==> src/rtl/coulomb_pkg.sv <==
package coulomb_pkg;

  // Whole multiples of the divisor in (rem + add)
  function automatic logic [31:0] div_quo(input logic [31:0] rem,
                                          input logic [31:0] add,
                                          input logic [31:0] divisor);
    logic [31:0] total;
    total = rem + add;
    return total / divisor;
  endfunction

  // Fraction left over after moving whole multiples out
  function automatic logic [31:0] div_rem(input logic [31:0] rem,
                                          input logic [31:0] add,
                                          input logic [31:0] divisor);
    logic [31:0] total;
    total = rem + add;
    return total % divisor;
  endfunction

  // Addition clamped at lim (inc assumed <= lim)
  function automatic logic [63:0] sat_add(input logic [63:0] base,
                                          input logic [63:0] inc,
                                          input logic [63:0] lim);
    if (inc > lim - base) return lim;
    return base + inc;
  endfunction

endpackage

==> src/rtl/coulomb_cmd_decode.sv <==
module coulomb_cmd_decode #(
  parameter int CMD_W = 8,
  parameter logic [CMD_W-1:0] CLR_CODE = 'h05
) (
  input  logic             cmd_valid,
  input  logic [CMD_W-1:0] cmd_code,
  output logic             clear_hit
);
  assign clear_hit = cmd_valid && (cmd_code == CLR_CODE);
endmodule

==> src/rtl/coulomb_rem_div.sv <==
module coulomb_rem_div #(
  parameter int MA_W    = 16,
  parameter int DIVISOR = 1800,
  parameter int REM_W   = 11,
  parameter int QUO_W   = 6
) (
  input  logic             clk,
  input  logic             rst_n,
  input  logic             clear,
  input  logic             take,
  input  logic [MA_W-1:0]  ma,
  output logic [QUO_W-1:0] carry,
  output logic [REM_W-1:0] rem_q
);
  import coulomb_pkg::*;

  logic [REM_W-1:0] rem_nxt;

  assign carry   = QUO_W'(div_quo(32'(rem_q), 32'(ma), 32'(DIVISOR)));
  assign rem_nxt = REM_W'(div_rem(32'(rem_q), 32'(ma), 32'(DIVISOR)));

  always_ff @(posedge clk) begin
    if (!rst_n)      rem_q <= '0;
    else if (clear)  rem_q <= '0;
    else if (take)   rem_q <= rem_nxt;
  end
endmodule

==> src/rtl/coulomb_sat_cnt.sv <==
module coulomb_sat_cnt #(
  parameter int W     = 32,
  parameter int INC_W = 1
) (
  input  logic             clk,
  input  logic             rst_n,
  input  logic             clear,
  input  logic             take,
  input  logic [INC_W-1:0] inc,
  output logic [W-1:0]     value_q
);
  import coulomb_pkg::*;

  localparam logic [W-1:0] MAXV = '1;

  always_ff @(posedge clk) begin
    if (!rst_n)      value_q <= '0;
    else if (clear)  value_q <= '0;
    else if (take)   value_q <= W'(sat_add(64'(value_q), 64'(inc), 64'(MAXV)));
  end
endmodule

==> src/rtl/coulomb_accum.sv <==
module coulomb_accum #(
  parameter int MA_W    = 16,
  parameter int CHG_W   = 32,
  parameter int CNT_W   = 32,
  parameter int DIVISOR = 1800,
  parameter int CMD_W   = 8,
  parameter logic [CMD_W-1:0] CLR_CODE = 'h05
) (
  input  logic             clk,
  input  logic             rst_n,
  input  logic             win_valid,
  input  logic [MA_W-1:0]  win_ma,
  input  logic             cmd_valid,
  input  logic [CMD_W-1:0] cmd_code,
  output logic [CHG_W-1:0] charge_q,
  output logic [CNT_W-1:0] window_cnt
);
  localparam int REM_W   = $clog2(DIVISOR);
  localparam int QUO_MAX = ((2 ** MA_W) - 1 + DIVISOR - 1) / DIVISOR;
  localparam int QUO_W   = $clog2(QUO_MAX + 1);

  logic             clear_hit;
  logic             win_take;
  logic [QUO_W-1:0] carry_q;
  logic [REM_W-1:0] rem_now;

  coulomb_cmd_decode #(.CMD_W(CMD_W), .CLR_CODE(CLR_CODE)) u_dec (
    .cmd_valid (cmd_valid),
    .cmd_code  (cmd_code),
    .clear_hit (clear_hit)
  );

  // clear has priority: a coinciding window is dropped
  assign win_take = win_valid && !clear_hit;

  coulomb_rem_div #(.MA_W(MA_W), .DIVISOR(DIVISOR), .REM_W(REM_W), .QUO_W(QUO_W)) u_rem (
    .clk   (clk),
    .rst_n (rst_n),
    .clear (clear_hit),
    .take  (win_take),
    .ma    (win_ma),
    .carry (carry_q),
    .rem_q (rem_now)
  );

  coulomb_sat_cnt #(.W(CHG_W), .INC_W(QUO_W)) u_chg (
    .clk     (clk),
    .rst_n   (rst_n),
    .clear   (clear_hit),
    .take    (win_take),
    .inc     (carry_q),
    .value_q (charge_q)
  );

  coulomb_sat_cnt #(.W(CNT_W), .INC_W(1)) u_cnt (
    .clk     (clk),
    .rst_n   (rst_n),
    .clear   (clear_hit),
    .take    (win_take),
    .inc     (1'b1),
    .value_q (window_cnt)
  );
endmodule

==> config.mk <==
export PLATFORM = sky130hd
export DESIGN_NAME = coulomb_accum
export DESIGN_NICKNAME = d
export VERILOG_FILES = /design/src/rtl/coulomb_pkg.sv /design/src/rtl/coulomb_cmd_decode.sv /design/src/rtl/coulomb_rem_div.sv /design/src/rtl/coulomb_sat_cnt.sv /design/src/rtl/coulomb_accum.sv
export SDC_FILE = /design/constraint.sdc
export NUM_CORES = 1
export LEC_CHECK = 0
export BUFFER_PORTS_ARGS = -buffer_cell sky130_fd_sc_hd__buf_2
export CAP_MARGIN = 5
export CORE_UTILIZATION = 30
export CTS_CLUSTER_SIZE = 20
export DETAILED_ROUTE_END_ITERATION = 7
export GPL_ROUTABILITY_DRIVEN = 1
export PLACE_DENSITY = 0.48
export SYNTH_ARGS = -nofsm -noshare
export SYNTH_HDL_FRONTEND = slang
export SYNTH_HIERARCHICAL = 1
export SYNTH_SLANG_ARGS = --single-unit
==> constraint.sdc <==
create_clock -name clk -period 7.6 [get_ports clk]
set_clock_uncertainty 0.2 [all_clocks]
set_input_delay 1.14 -clock clk [delete_from_list [all_inputs] [get_ports clk]]
set_output_delay 1.14 -clock clk [all_outputs]
set_load 0.005 [all_outputs]
==> impl_results.md <==
* Ports at 92
* Total Routing Usage GR at 0.1829
* Post-synth EDFFs at 0
* Final GP Congestion at approximately 0.83
* Synthesized area per cell at about 8.3 sq um
* Max_cap viols at 0
* Diodes inserted at 0
* Sequential share of the synthesized area at 0.2286
* Initial core utilization at 0.3096
* Post-route ant nets at 0
* CTS Buf Count at 9
* Die ar. at between 0.02 and 0.025 sq mm
* Crit path max fanout at 7
* Cell count along the critical path at 34
* Power per cell area at ~480 mW/mm^2
* Final period util at 1.011
* CP required at 7.68 ns
* Chip height at ~150 um
* Die width at between 100 and 150 um
* Failing checks: setup timing
* Simple-gate share of the synthesized area at 0.2621
* Placement Rows at 53
* CORE AREA at 0.02122 sq mm
* Layout cells sized above 1 at 0.4308
* Skew-Pair Late Insertion Delay at about 0.35 ns
* Crit path max-delay family: compound AO/OA/AOI/OAI gates
* R2r worst-path depth at 33
* Worst slew pin tran at approximately 1.3 ns
* Ys Warns at 6
* Clk buf depth at 2
* Syn Inst Count at 787
* Top FF cell, synth: dfxtp_1
* Initial antenna violation count at 0
* Rel. slew slack at 0.1317
* Post-Synth XOR/XNOR Area at 0.1118
* Fin. Hold Viols at 0
* Main combinational cell family by area after synthesis: compound AO/OA/AOI/OAI gates
* Hold crit path type: flip-flop to flip-flop
* Final worst-path setup slack at -0.08313 ns
* Critical path startpoint category: primary input
* CP most frequent cell: buf_6
* Post-Syn Area at approximately 0.0066 sq mm
* Final Util at 0.4608
* Placed insts at around 1300
* Clk slew on worst S/H paths at ~0.060 ns
* Slew Viols, Final at 0
* DRT iter0 DRCs at ~230
* CTS tree: done
* Via count at between 6000 and 7000
* Port-buffer cells at a little over 90
* Final min period at 7.683 ns
* Compound-Gate Fraction of Synth Area at 0.2680
* Fraction of registers with async set/reset at 0
* Clock sink count at 75
* Avg Vias per Cell at 5.164
* Unrepaired setup endpoints after global routing: yes
* Routed WL at 20380 um
* Static leakage at between 3 and 4 nW
* Status: finished with violations
* Pre-CTS setup slack at -0.7013 ns
* Post-synth top area cell: dfxtp_1
* Top cells by area, synth: dfxtp_1 23%, xnor2_1 7.5%, a21oi_1 5.6%, ha_1 4.0%, nand2_1 3.7%
* Kind of critical path: primary input to flip-flop
* Slowest stage delay, CP at ~0.37 ns
* # nets final at between 1000 and 1500
* CTS Root Cell: clkbuf_16
* Bufs and invs on worst path at 8
* Number of synthesized register bits at between 70 and 80
* Min-Delay Path Depth at 2
* Area grow syn2layout at 48.86%
* R2r setup slk at 0.45 ns
* TritonRoute pass-1 iters at 5
* Largest net degree at the start of global routing at 37
* Worst vdd ir at between 200 and 300 uV
* CTS H-tree depth at 3
* Fin Hold WS at between 0.2 and 0.3 ns
* Crit path capture: u_chg/value_q[26]
* Residual DRC count at 0
* CP Launch Point: win_ma[0]
* GR Overflow Total at 0
* Top-area cell type share of the netlist area at 0.2286
* CP max-delay cell: o32ai_4
* WP data arrival at 7.77 ns
* Distinct cell type count after synthesis at ~100
* Vias in the first global route at approximately 6600
* Worst r2r src: u_rem/rem_q[0]
* HPWL after detailed placement at ~15000 um
* First-pass GRT wire length at about 33000 um
* Final non-filler cell total at roughly 1300
* Critical R2R Capture: u_chg/value_q[26]
* CP endpoint kind: flip-flop
* Final setup fails at 6
* Multiplexer share of the synthesized area at 0.03848
* WL per Instance at around 15 um
* Fmax at between 0.1 and 0.15 GHz
* Synth Area in Adders at 0.04610
cells in the mapped netlist (7+ instances only):
master and instances:
nand2_1 65, o21ai_0 25, mux2i_1 14, and2_1 12, xor2_1 26, nor2_1 57
a31oi_1 10, a21oi_2 12, a21o_1 8, a21oi_1 73, inv_1 21, nor3_1 16
nor4_1 11, nand3b_1 7, o211ai_1 9, and3_1 10, a211oi_1 15, ha_1 21
nand4_1 24, clkbuf_1 18, dfxtp_1 75, nand3_1 26, buf_2 7, xnor2_1 56
cell usage in the layout (no fill, tap or decap), drive strengths merged, types with 4 or more instances in the layout:
master   count
a2111oi      9
a211oi      19
a21boi       7
a21o         8
a21oi       85
a221oi       4
a31oi       11
a41oi        4
and2        13
and3        10
and4         9
buf        279
clkbuf      12
dfxtp       75
ha          21
inv         22
mux2         6
mux2i       16
nand2       66
nand3       26
nand3b       7
nand4       28
nor2        57
nor2b        6
nor3        19
nor4        14
nor4b       11
o2111ai      5
o211ai      11
o21a         8
o21ai       31
o311ai       4
or2          4
or3          7
xnor2       57
xor2        26
sequential cells by signal, indices dropped and copies added, names as in the netlist:
signal and count:
u_cnt/value_q 32, u_rem/rem_q 11, u_chg/value_q 32
layer usage:
layer,up-vias,global-route usage,part of all wire
met5,-,0,0
met4,0,0.05051,0.011
met3,13,0.02591,0.027
met2,99,0.3113,0.49
met1,3246,0.2390,0.47
li1,3469,-,-
cell families (layout without fill, tap and decap cells):
group,after synthesis,count (layout)
simple gates,288,288
xor+xnor,83,83
compound gates,238,238
buf+inv,57,316
flops,75,75
mux,22,22
other cells,1,2
fa+ha+maj,23,23
repair_timing:
action                                  4_1_cts  5_1_grt
setup buffers                                25       20
gates cloned                                  1        0
resized for setup                            43       61
endpoints found under the setup margin       13       32
hold endpoints to repair                      0        0
pin swaps                                    32       32
hold buffers                                  0        0
cell type report:
cell class | count | area (sq um)
flip-flops and latches | 75 | 1501
clock inverters | 4 | 32.53
inverters | 21 | 81.33
repair buffers | 279 | 1984
fillers | 2146 | 11440
well taps | 275 | 344.1
multi-input cells | 656 | 5578
clock buffers | 12 | 256.5
report_power, final:
part	switching [mW]	leakage [nW]	internal (mW)	total, mW
Sequential	0.0248	0.608	0.426	0.451
Clock	0.177	0.135	0.241	0.418
Combinational	1.87	3.13	1.95	3.82
Total	2.07	3.87	2.62	4.69
tightest hold or removal path: stages (launching register included):
cell,delay [ns]
dfxtp_1,0.32
inv_1,0.05
o32ai_1,0.07
through the flow:
| stage | setup TNS, ns | cell area, sq um | power, mW |
|---|---|---|---|
| 5_1_grt | -7.976 | 9778 | 5.041 |
| 2_1_floorplan | -2.249 | 6882 | 2.320 |
| 3_5_place_dp | -12.51 | 8577 | 3.515 |
| 6_report | -0.2957 | 9778 | 4.689 |
| 3_3_place_gp | -11.23 | 8577 | 3.526 |
| 4_1_cts | -0.008394 | 9356 | 4.345 |
worst min-delay path by stage:
stage / to / start / slack [ns]
2_1_floorplan: u_rem/rem_q[7] / u_rem/rem_q[7] / 0.25
3_3_place_gp: u_rem/rem_q[5] / u_rem/rem_q[5] / 0.28
3_5_place_dp: u_rem/rem_q[7] / u_rem/rem_q[7] / 0.29
4_1_cts: u_rem/rem_q[7] / u_rem/rem_q[7] / 0.30
5_1_grt: u_rem/rem_q[4] / u_rem/rem_q[4] / 0.34
6_report: u_rem/rem_q[7] / u_rem/rem_q[7] / 0.30
Power figures use the tool's default switching activity.
